$ cat config.mk
export PLATFORM = sky130hd
export DESIGN_NAME = nand_sector_ecc
export DESIGN_NICKNAME = d
export VERILOG_FILES = /design/src/rtl/nsecc_pkg.sv /design/src/rtl/nse_sector_track.sv /design/src/rtl/nse_parity_accum.sv /design/src/rtl/nse_code_pack.sv /design/src/rtl/nand_sector_ecc.sv
export SDC_FILE = /design/constraint.sdc
export NUM_CORES = 1
export LEC_CHECK = 0
export CAP_MARGIN = 20
export CORE_MARGIN = 2
export CORE_UTILIZATION = 33
export CTS_CLUSTER_DIAMETER = 100
export DETAILED_ROUTE_END_ITERATION = 10
export DONT_BUFFER_PORTS = 1
export GPL_ROUTABILITY_DRIVEN = 0
export SKIP_CTS_REPAIR_TIMING = 1
export SYNTH_ARGS = -nofsm -noshare
export SYNTH_HDL_FRONTEND = slang
export SYNTH_SLANG_ARGS = --single-unit
$ cat constraint.sdc
create_clock -name clk -period 2.4 [get_ports clk]
set_input_delay 0.36 -clock clk [delete_from_list [all_inputs] [get_ports clk]]
set_output_delay 0.36 -clock clk [all_outputs]
set_load 0.02 [all_outputs]
$ cat src/rtl/nsecc_pkg.sv
package nsecc_pkg;

  // default geometry of one protected sector
  localparam int unsigned NSE_SECTOR_BYTES = 512;
  localparam int unsigned NSE_BYTE_BITS    = 8;

  // whether the current sector still takes bytes
  typedef enum logic {
    SEC_FILL = 1'b0,
    SEC_FULL = 1'b1
  } sec_state_e;

endpackage

$ cat src/rtl/nse_sector_track.sv
module nse_sector_track
  import nsecc_pkg::*;
#(
  parameter int unsigned SECTOR_BYTES = NSE_SECTOR_BYTES,
  parameter int unsigned ADDR_W       = $clog2(SECTOR_BYTES)
) (
  input  logic              clk,
  input  logic              rst_n,
  input  logic              clr,
  input  logic              in_valid,
  output logic              accept,
  output logic [ADDR_W-1:0] eff_addr,
  output logic              last,
  output logic              full
);

  localparam logic [ADDR_W-1:0] LAST_ADDR = ADDR_W'(SECTOR_BYTES - 1);

  logic [ADDR_W-1:0] addr_q;
  sec_state_e        st_q;

  // a clear in the same cycle turns the byte into byte 0
  assign accept   = in_valid && (clr || st_q == SEC_FILL);
  assign eff_addr = clr ? '0 : addr_q;
  assign last     = accept && (eff_addr == LAST_ADDR);
  assign full     = (st_q == SEC_FULL);

  always_ff @(posedge clk or negedge rst_n) begin
    if (!rst_n) begin
      addr_q <= '0;
      st_q   <= SEC_FILL;
    end else if (accept) begin
      if (last) begin
        addr_q <= '0;
        st_q   <= SEC_FULL;
      end else begin
        addr_q <= eff_addr + 1'b1;
        st_q   <= SEC_FILL;
      end
    end else if (clr) begin
      addr_q <= '0;
      st_q   <= SEC_FILL;
    end
  end

  // idle cycles leave the position untouched
  a_r10_gap_hold : assert property (@(posedge clk) disable iff (!rst_n)
    (!in_valid && !clr) |=> ($stable(addr_q) && $stable(st_q)));

  // a lone clear rewinds to byte 0 of an open sector
  a_r7_clear_rewind : assert property (@(posedge clk) disable iff (!rst_n)
    (clr && !in_valid) |=> (addr_q == '0 && st_q == SEC_FILL));

  // clear with a byte leaves the sector positioned at byte 1
  a_r8_clear_take : assert property (@(posedge clk) disable iff (!rst_n)
    (clr && in_valid && SECTOR_BYTES > 1) |=> (addr_q == ADDR_W'(1)));

endmodule

$ cat src/rtl/nse_parity_accum.sv
module nse_parity_accum
  import nsecc_pkg::*;
#(
  parameter int unsigned ADDR_W    = 9,
  parameter int unsigned BYTE_BITS = NSE_BYTE_BITS,
  parameter int unsigned BIT_W     = $clog2(BYTE_BITS),
  parameter int unsigned IDX_W     = ADDR_W + BIT_W
) (
  input  logic                 clk,
  input  logic                 rst_n,
  input  logic                 clr,
  input  logic                 accept,
  input  logic [ADDR_W-1:0]    eff_addr,
  input  logic [BYTE_BITS-1:0] data,
  output logic [IDX_W-1:0]     sum_odd,
  output logic [IDX_W-1:0]     sum_even
);

  // bits of a byte whose bit number has bit k set
  function automatic logic [BYTE_BITS-1:0] col_mask(input int k);
    logic [BYTE_BITS-1:0] m;
    for (int j = 0; j < BYTE_BITS; j++) m[j] = j[k];
    return m;
  endfunction

  logic [IDX_W-1:0] acc_odd, acc_even;
  logic [IDX_W-1:0] odd_t, even_t;
  logic [IDX_W-1:0] base_odd, base_even;
  logic             row_par;

  assign row_par = ^data;

  // per index bit: a column term inside the byte, or a line term on the address
  for (genvar k = 0; k < IDX_W; k++) begin : g_term
    if (k < BIT_W) begin : g_col
      localparam logic [BYTE_BITS-1:0] MASK = col_mask(k);
      assign odd_t[k]  = ^(data & MASK);
      assign even_t[k] = ^(data & ~MASK);
    end else begin : g_line
      assign odd_t[k]  = row_par & eff_addr[k-BIT_W];
      assign even_t[k] = row_par & ~eff_addr[k-BIT_W];
    end
  end

  assign base_odd  = clr ? '0 : acc_odd;
  assign base_even = clr ? '0 : acc_even;
  assign sum_odd   = base_odd ^ odd_t;
  assign sum_even  = base_even ^ even_t;

  always_ff @(posedge clk or negedge rst_n) begin
    if (!rst_n) begin
      acc_odd  <= '0;
      acc_even <= '0;
    end else if (accept) begin
      acc_odd  <= sum_odd;
      acc_even <= sum_even;
    end else if (clr) begin
      acc_odd  <= '0;
      acc_even <= '0;
    end
  end

  // a byte that is not accepted leaves the parities alone
  a_r9_ignored_bytes : assert property (@(posedge clk) disable iff (!rst_n)
    (!accept && !clr) |=> ($stable(acc_odd) && $stable(acc_even)));

  // a lone clear wipes the partial parities
  a_r7_partial_drop : assert property (@(posedge clk) disable iff (!rst_n)
    (clr && !accept) |=> (acc_odd == '0 && acc_even == '0));

  // each data bit lands in exactly one of the two parities per index bit
  a_r2_pair_split : assert property (@(posedge clk) disable iff (!rst_n)
    accept |-> ((odd_t ^ even_t) == {IDX_W{row_par}}));

endmodule

$ cat src/rtl/nse_code_pack.sv
module nse_code_pack #(
  parameter int unsigned IDX_W  = 12,
  parameter int unsigned CODE_W = 2 * IDX_W
) (
  input  logic              clk,
  input  logic              rst_n,
  input  logic              last,
  input  logic [IDX_W-1:0]  sum_odd,
  input  logic [IDX_W-1:0]  sum_even,
  output logic [CODE_W-1:0] code,
  output logic              done
);

  // odd field on top, even field below, whole word inverted
  function automatic logic [CODE_W-1:0] pack_word(input logic [IDX_W-1:0] o,
                                                  input logic [IDX_W-1:0] e);
    return ~{o, e};
  endfunction

  logic [CODE_W-1:0] code_q;
  logic              done_q;

  always_ff @(posedge clk or negedge rst_n) begin
    if (!rst_n) begin
      code_q <= '1;
      done_q <= 1'b0;
    end else begin
      done_q <= last;
      if (last) code_q <= pack_word(sum_odd, sum_even);
    end
  end

  assign code = code_q;
  assign done = done_q;

  // the code word only moves with the done strobe
  a_r6_code_hold : assert property (@(posedge clk) disable iff (!rst_n)
    !done_q |-> $stable(code_q));

  // done never lasts two cycles
  a_r5_done_pulse : assert property (@(posedge clk) disable iff (!rst_n)
    done_q |=> !done_q);

endmodule

$ cat src/rtl/nand_sector_ecc.sv
module nand_sector_ecc
  import nsecc_pkg::*;
#(
  parameter int unsigned SECTOR_BYTES = NSE_SECTOR_BYTES,
  parameter int unsigned BYTE_BITS    = NSE_BYTE_BITS,
  localparam int unsigned ADDR_W      = $clog2(SECTOR_BYTES),
  localparam int unsigned BIT_W       = $clog2(BYTE_BITS),
  localparam int unsigned IDX_W       = ADDR_W + BIT_W,
  localparam int unsigned CODE_W      = 2 * IDX_W
) (
  input  logic                 clk,
  input  logic                 rst_n,
  input  logic                 clr,
  input  logic                 in_valid,
  input  logic [BYTE_BITS-1:0] in_data,
  output logic [CODE_W-1:0]    code,
  output logic                 done
);

  logic              accept;
  logic              last;
  logic              full;
  logic [ADDR_W-1:0] eff_addr;
  logic [IDX_W-1:0]  sum_odd, sum_even;

  nse_sector_track #(
    .SECTOR_BYTES(SECTOR_BYTES),
    .ADDR_W      (ADDR_W)
  ) u_track (
    .clk     (clk),
    .rst_n   (rst_n),
    .clr     (clr),
    .in_valid(in_valid),
    .accept  (accept),
    .eff_addr(eff_addr),
    .last    (last),
    .full    (full)
  );

  nse_parity_accum #(
    .ADDR_W   (ADDR_W),
    .BYTE_BITS(BYTE_BITS),
    .BIT_W    (BIT_W),
    .IDX_W    (IDX_W)
  ) u_accum (
    .clk     (clk),
    .rst_n   (rst_n),
    .clr     (clr),
    .accept  (accept),
    .eff_addr(eff_addr),
    .data    (in_data),
    .sum_odd (sum_odd),
    .sum_even(sum_even)
  );

  nse_code_pack #(
    .IDX_W (IDX_W),
    .CODE_W(CODE_W)
  ) u_pack (
    .clk     (clk),
    .rst_n   (rst_n),
    .last    (last),
    .sum_odd (sum_odd),
    .sum_even(sum_even),
    .code    (code),
    .done    (done)
  );

  // a done strobe always follows a cycle that carried a byte
  a_r5_done_after_byte : assert property (@(posedge clk) disable iff (!rst_n)
    done |-> $past(in_valid));

  // a filled sector raises no done until it is cleared
  a_r9_full_quiet : assert property (@(posedge clk) disable iff (!rst_n)
    (full && !clr) |=> !done);

endmodule

* Yosys cells after proc, flatten, opt, wreduce, memory -nomap -nowiden *
Cells that the tools add are included.

word-level totals
  bits in read-only memories = 0
  bits in latches = 0
  output and inout port bits = 25
  logic and storage cells = 60
  memories = 0
  memory bits (writable) = 0
  flip-flop bits (word level) = 59

operators by class
  divide/modulo/power cells = 0
  multiplexer cells = 10
  shift-type cells = 0
  add/sub/neg operators = 1
  eq/ne operators = 1
  $lt $le $gt $ge = 0
  multipliers = 0
  bitwise gates (word level) = 31
  reductions and logical operators = 11

operator list
  cell                                                           number
  8-bit parity                                                   7
  12-bit 2-to-1 mux                                              4
  9-bit 2-to-1 mux                                               3
  24-bit NOT                                                     1
  12-bit XOR                                                     2
  1-bit AND                                                      18
  1-bit NOT                                                      10
  9-bit by 1-bit adder with 9-bit output, second input constant  1
  9-bit == test, second input constant                           1
  1-bit 2-to-1 mux                                               3
  1-bit logical AND                                              2
  2-bit nonzero test                                             1
  1-bit logical OR                                               1

* Logic depth before layout (Yosys ltp) *
Gate-level depths: netlist of the first run.

  depth after elaboration = 6
  mapped depth = 16
  gate-level depth less buffers = 12

* By module *
From an unflattened synthesis of the first run, not the netlist that was laid out.

unflattened totals
  cell total of the unflattened synthesis = 298
  area total of the unflattened synthesis = 3296.9 µm²

modules (own cells, without submodules)
  module            cells an instance  seq. area each (µm²)  times used  area each (µm²)
  nse_parity_accum  160                600.6                 1           1596.5
  nse_code_pack     76                 655.6                 1           1034.7
  nse_sector_track  62                 250.2                 1           665.6

* Worst setup path before layout of the first run *
OpenSTA, ideal clock, no wires.

  path kind = input to register
  start point = in clr
  end point = reg u_pack.code_q[18] (netlist: u_pack.code[18])
  path slack = -618 ps
  data required time = 2325 ps
  stages on the path = 16
  path buffers = 6
  arrival time = 2943 ps
  cell sequence = clkbuf_1 > clkbuf_1 > clkbuf_1 > nand2b_1 > inv_1 > ha_1 > and3_1 > nand3_1 > nor3_1 > ha_1 > nand3_1 > buf_2 > buf_2 > buf_1 > nor3_1 > nor3_2

between the ends
  word-level cells in the longest chain between the ends = 4
  elaborated cells between the ends (all ways) = 9
  classes of those cells = eq/ne (1); mux (2); bitwise (3); reduce/logical (3)

ends and longest elaborated chain
  what                                                      line                   RTL
  from (decl)                                               nand_sector_ecc.sv:13  input logic clr,
  branches (longest 4 deep; another with 9-bit 2-to-1 mux)  --
  to (signal assigned)                                      nse_code_pack.sv:29    if (last) code_q <= pack_word(sum_odd, sum_even);
  to (decl)                                                 nse_code_pack.sv:20    logic [CODE_W-1:0] code_q;

Several ways; the timed one is not identified.
A chain may end at the register's enable or synchronous reset.

* Worst setup path in the final report of the first run *
  start point = reg u_track.addr_q[0]
  end point = reg u_pack.code_q[20] (netlist: u_pack.code[20])

between the ends
  word-level cells in the longest chain between the ends = 3

ends and longest elaborated chain
  what                    line                    RTL
  from (decl)             nse_sector_track.sv:19  logic [ADDR_W-1:0] addr_q;
  from (signal assigned)  nse_sector_track.sv:37  addr_q <= eff_addr + 1'b1;
  9-bit 2-to-1 mux        nse_sector_track.sv:24  assign eff_addr = clr ? '0 : addr_q;
  9-bit == test           nse_sector_track.sv:25  assign last = accept && (eff_addr == LAST_ADDR);
  1-bit logical AND       nse_sector_track.sv:25

No other way between the ends.

==> reports/results.txt, run 1 <==
Status = complete, no violations
Syn_area_per_cell = 9.342 µm²
CP bufs+invs = 2
CP required = 2670 ps
Place WS = 165.3 ps
Lkg Pwr = 1.492 nW
Initial DRT Pass Iterations = 4
Mapped Area = 0.003363 mm²
Power per cell area = 742.4 mW/mm²
Die ar. = 0.01102 mm²
Drt first-iter violations = 95
Final #Nets = 375
Vias per cell = 5.036
Syn Inst Count = 360
Max-cap violations = 0
DR WL/cell = 14.96 µm
Tmin final = 2199 ps
Register area share after synthesis = 44.79%
CTS tree = built
Syn nets = 374
Clk sink count = 59
Post-route setup slack = 201.3 ps
Row count = 36
CTS clock-pin slew for the worst setup and hold paths = 70 ps
Post-synthesis cell type count = 39
Setup violators final = 0
Critical-path cell list = nand2b_4, inv_2, ha_4, and3_4, nand3_2, nor3_2, ha_2, nand3_2, buf_4, or3_1, o21ai_1, nor3_1
Grt ovf = 0
Leading cell types in the layout, fill and taps excluded = dfrtp_1, nor2_1, nand2_1, dfstp_2
Final instance area = 0.003914 mm²
Seq cells post-synth = 59
Max Slew Vio Count = 0
DP HPWL = 4.763 mm
Critical path endpoint category = flop
H-tree levels = 3
First-pass GRT wire length = 12.80 mm
Initial antenna violation count = 0
RSZ-0062 raised after global routing = false
Vias in the first global route = 2613
First element of the critical path = u_track.addr_q[0]
Critical-path maximum fanout = 14
Setup TNS = 0 ps
Clk_lat worst skew = 350 ps
Width of the die = 105.0 µm
Crit Reg-Reg Endpoint = u_pack.code[20]
Fmax achieved = 454.8 MHz
Via count = 2513
WL final = 7.463 mm
Arrival time worst endpoint = 2470 ps
Worst Skew = 10.76 ps
Critical-path top delay cell = dfrtp_1
Startpoint types = flop
Final hold violation count = 0
CP dominant cell by count = nand3_2
Final period util = 91.61%
# DRC = 0
Clock buffer count from CTS = 9
Worst hold path startpoint = clr
Placed Area = 0.003626 mm²
Clock Path Buffers = 2
Routed Antenna Nets = 0
Fin Hold WS = 85.47 ps
Starting Density = 34.25%
Tightest Pin Transition = 544.9 ps
Peak VDD IR = 0.0003643 V
Synth warn = 0
Commonest non-fill, non-tap cell in the layout = dfrtp_1
Hold Path Class = input port to flop
I/O Pins = 37
Inserted Diodes = 0
Largest net degree at the start of global routing = 60
P&R area growth vs syn = 16.37%
Worst setup path class = flop to flop
Die Span Y = 105.0 µm
Max incr delay on CP = 400 ps
Rel. slew slack = 63.34%
R2R setup slack = 200 ps
Layout cells sized above 1 = 27.87%
R2r worst-path depth = 12
Clock root cell = clkbuf_8
Hold Path Depth = 1
Delay-heaviest family, CP = simple AND/OR/NAND/NOR gates
Reg2reg start = u_track.addr_q[0]
Area of the core = 0.009819 mm²
GRT Overall Usage = 14.59%
IO buf count = 0
Hold endpoint = u_track.addr_q[6]
==> sequential cells by signal, indices dropped and copies added, names as in the netlist <==
register	cells
u_pack.done	1
u_accum.acc_even	12
u_track.full	1
u_accum.acc_odd	12
u_pack.code	24
u_track.addr_q	9
==> metal layers <==
metal	vias up	track usage, %	part of all wire [%]
met3	10	3.930	4.2
met1	1226	18.48	48
met4	0	4.952	1.3
met2	45	24.03	47
li1	1232	-	-
met5	-	0	0
==> stage by stage <==
step	std cells	total power, mW	util (%)
2_1_floorplan	360	1.647	-
3_3_place_gp	481	1.728	36.93
3_5_place_dp	481	1.748	36.93
4_1_cts	497	2.908	39.48
5_1_grt	499	3.047	39.86
6_report	499	2.905	39.86
==> worst max path at each step <==
stage                       to  cells after the start
4_1_cts        u_pack.code[20]                     12
5_1_grt        u_pack.code[20]                     12
3_5_place_dp   u_pack.code[20]                     12
3_3_place_gp   u_pack.code[20]                     12
2_1_floorplan  u_pack.code[18]                     16
6_report       u_pack.code[20]                     12
==> area by class of cell <==
class	count	area (µm²)
clock buffers	10	137.6
clock inverters	6	112.6
fillers	995	5906
inverters	13	48.80
multi-input cells	265	1797
flip-flops and latches	59	1506
well taps	133	166.4
repair buffers	13	145.1
==> synth_stat cells, drive strengths merged <==
master   n  area [µm²]
inv     13       48.80
or3      3       18.77
dfstp   24       630.6
a41o     1       10.01
buf     10       57.55
clkbuf  13       48.80
dfrtp   35       875.8
nor3    39       250.2
xnor2   23       216.5
a31oi    2       12.51
nand2b  23       143.9
nand2   28       105.1
and2     1       6.260
xor2     6       60.06
nand4b   1       8.760
or2      7       43.79
mux2     5       75.07
nand4    1       6.260
a21oi   12       60.06
nand3   11       55.05
and3     1       6.260
a22o     3       26.28
nor2b    7       43.79
and4     1       8.760
o21ai   31       155.2
mux2i    7       70.07
o32ai    7       106.4
o21bai   3       22.52
ha       2       25.02
nor2    34       127.6
nor4     6       37.54
==> kinds of logic (layout without fill, tap and decap cells) <==
family / count (synthesis) / after routing / share of synthesized area (%)
flops: 59 / 59 / 44.79
compound gates: 59 / 59 / 11.68
mux: 12 / 12 / 4.315
buf+inv: 36 / 42 / 4.613
fa+ha+maj: 2 / 2 / 0.7439
xor+xnor: 29 / 29 / 8.222
simple gates: 163 / 163 / 25.63
==> report_power, final <==
| part | internal (mW) | switching (mW) | total (mW) | leakage, nW |
|---|---|---|---|---|
| clock | 0.718 | 0.434 | 1.15 | 0.115 |
| combinational | 0.263 | 0.361 | 0.624 | 0.664 |
| sequential | 1.09 | 0.0427 | 1.13 | 0.713 |
Note: power is estimated with default switching activity, not from simulation.
==> inputs of run 2 (changes only) <==
ABC_AREA = 1   (was default)
==> run 2 against run 1 <==
Compared with the run above:
- critical path depth fell by 1
- routed wire length rose by 19%
- synthesized area rose by 7.2%
- sequential power fell by 6%
- global-route usage rose by 1.7 points
- hold slack improved by 120 ps
- clock power fell by 18%
- non-clock buffer count fell by 1
- power fell by 18%
- via count rose by 23%
- clock skew barely moved
- register-to-register slack improved by 120 ps
- critical endpoint is now u_track.addr_q[4]
- largest cell class unchanged
- highest routed layer unchanged
==> reports/results.txt, run 2 <==
Post-layout util = 36.96% (-2.9 points)
Seq cells post-synth = 59 (unchanged)
Clock root cell = clkbuf_8
Synth warn = 0 (unchanged)
Register area share after synthesis = 41.78% (-3.0 points)
Cell taking the most area after synthesis = dfrtp_1
DR WL/cell = 13.79 µm (-7.8%)
Rel. slew slack = 59.16% (-4.2 points)
Placed Area = 0.003731 mm² (+2.9%)
Tightest Pin Transition = 611.8 ps (+66.88 ps)
H-tree levels = 3 (unchanged)
Width of the die = 108.5 µm (+3.4%)
Syn Inst Count = 492 (+37%)
CTS clock-pin slew for the worst setup and hold paths = 80 ps (about the same)
Largest register FFs = 24 (unchanged)
Max incr delay on CP = 460 ps (+60 ps)
Vias per cell = 4.826 (-4.2%)
Highest routed metal layer = met4
Delay-heaviest family, CP = buffers and inverters
WL final = 8.855 mm (+19%)
Yosys top cell area share = 24.29% (-1.8 points)
Initial DRT Pass Iterations = 6 (+2)
Reg2reg start = u_track.addr_q[1]
Drt first-iter violations = 197 (+110%)
R2r worst-path depth = 11 (-1)
Worst setup path class = flop to flop
Clk_lat worst skew = 350 ps (about the same)
Critical-path cell list = inv_1, nor2_1, ha_1, nand3_1, nor3_1, ha_1, inv_1, nor2_2, inv_2, o21ai_0, a21oi_1
Startpoint types = flop
P&R area growth vs syn = 10.13%
Fmax achieved = 481.2 MHz (+5.8%)
Setup violators final = 0 (unchanged)
Critical-path top delay cell = inv_2
Met3 wire length = 542 µm (+72%)
Syn nets = 506 (+35%)
M1 WL = 3.862 mm (+8.3%)
Die ar. = 0.01178 mm² (+6.9%)
Area of the core = 0.01075 mm² (+9.4%)
Final instance area = 0.003971 mm² (+1.5%)
Worst Skew = 11.17 ps (+0.4079 ps)
Clk sink count = 59 (unchanged)
Max-cap violations = 0 (unchanged)
DP HPWL = 5.846 mm (+23%)
Clock buffer count from CTS = 9 (unchanged)
Inserted Diodes = 0 (unchanged)
Syn_area_per_cell = 7.329 µm² (-22%)
Commonest non-fill, non-tap cell in the layout = nand2_1
Final hold violation count = 0 (unchanged)
# DRC = 0 (unchanged)
Via count = 3098 (+23%)
I/O Pins = 37 (unchanged)
Power per cell area = 597.5 mW/mm² (-20%)
Mapped Area = 0.003606 mm² (+7.2%)
CP bufs+invs = 3 (+1)
Starting Density = 33.56% (-0.69 points)
Setup TNS = 0 ps (unchanged)
Critical path endpoint category = flop
Hold Path Depth = 3 (+2)
Synth top area cells = dfrtp_1, nand2_1, dfstp_2
IO buf count = 0 (unchanged)
Crit Reg-Reg Endpoint = u_track.addr_q[4]
Worst hold path startpoint = clr
Hold Path Class = input port to flop
First-pass GRT wire length = 14.81 mm (+16%)
Die Span Y = 108.5 µm (+3.4%)
Critical-path maximum fanout = 35 (+21)
Post-synth top flop = dfrtp_1
CP required = 2670 ps (about the same)
Final #Nets = 511 (+36%)
Hold endpoint = u_accum.acc_odd[2]
Top-count cell post-synth = nand2_1
Asr flop ratio synth = 100.0% (unchanged)
RSZ-0062 raised after global routing = false
Leading cell types in the layout, fill and taps excluded = nand2_1, nand3_1, inv_1, dfrtp_1, dfstp_2
First element of the critical path = u_track.addr_q[1]
Vias in the first global route = 3099 (+19%)
Routed Antenna Nets = 0 (unchanged)
CTS tree = built
GRT Overall Usage = 16.29% (+1.7 points)
Row count = 38 (+5.6%)
R2R setup slack = 320 ps (+120 ps)
Layout Cells excl Fill = 642 (+29%)
Largest net degree at the start of global routing = 60 (unchanged)
Peak VDD IR = 0.0002107 V (-42%)
Final period util = 86.59% (-5.0 points)
Post-synthesis cell type count = 26 (-33%)
Tmin final = 2078 ps (-120.7 ps)
Max Slew Vio Count = 0 (unchanged)
Status = complete, no violations
Inst Count DP = 624 (+30%)
Layout cells sized above 1 = 19.12% (-8.7 points)
Metal2 WL = 4.323 mm (+24%)
Grt ovf = 0 (unchanged)
Arrival time worst endpoint = 2350 ps (-120 ps)
Lkg Pwr = 1.940 nW (+30%)
Initial antenna violation count = 0 (unchanged)
Synth cell count leaders = nand2_1, nand3_1, inv_1
Clock Path Buffers = 2 (unchanged)
Post-synth EDFFs = 0 (unchanged)
[run 2: cell types whose count changed after synthesis, moves of 14 or more]
cell      before  now
inv_1         13   58
nand2_1       28  176
nand2_2        0   14
nand2b_1      23    0
nand3_1       11   76
nand3_2        0   20
nor3_1        28    4
xnor2_1       21    6
[run 2: how the worst max path moves through the flow]
stage               cells past startpoint                 to
CTS                                    11  u_track.addr_q[4]
global placement                       11  u_track.addr_q[7]
global route                           11  u_track.addr_q[4]
floorplan                              12  u_track.addr_q[5]
finish                                 11  u_track.addr_q[4]
detailed placement                     10     u_pack.code[1]
[run 2: area by class of cell]
class / instances / area (µm²)
inverter: 62 / 232.7
fill: 1139 / 6774
timing repair buffer: 12 / 112.6
tap: 140 / 175.2
clock inverter: 6 / 65.06
sequential: 59 / 1506
multi-input combinational: 353 / 1742
clock buffer: 10 / 137.6
[run 2: kinds of logic after synthesis]
kind of cell | count (synthesis) | share of synthesized area [%]
buffers and inverters | 80 | 9.924
adders and majority gates | 2 | 0.6939
xor gates and xnor gates | 14 | 3.400
DFF | 59 | 41.78
and+or+nand+nor | 320 | 41.78
AOI/OAI and AO/OA | 17 | 2.429
[run 2: worst register-to-register path: cells and delay by family (launching register included)]
| family | cells | cell delay (ps) |
|---|---|---|
| buffers and inverters | 3 | 650 |
| adders and majority gates | 2 | 380 |
| AOI/OAI and AO/OA | 2 | 340 |
| DFF | 1 | 380 |
| and+or+nand+nor | 4 | 270 |
[run 2: power breakdown]
| part | internal, mW | switching (mW) |
|---|---|---|
| clock network | 0.505 | 0.440 |
| logic | 0.115 | 0.253 |
| registers | 1.04 | 0.0157 |
[run 2: per-layer routing]
layer | vias to the layer above | track usage [%]
met4 | 0 | 6.685
li1 | 1541 | -
met1 | 1470 | 20.75
met3 | 13 | 3.315
met5 | - | 0
met2 | 74 | 26.92
[run 2: per-stage QoR]
stage	setup slack (ps)	power (mW)	hold slack, ps
6_report	322.0	2.373	201.3
5_1_grt	19.52	2.487	189.4
4_1_cts	313.7	2.363	-314.3
3_5_place_dp	265.4	1.420	66.52
3_3_place_gp	371.1	1.406	66.68
2_1_floorplan	365.5	1.371	64.41
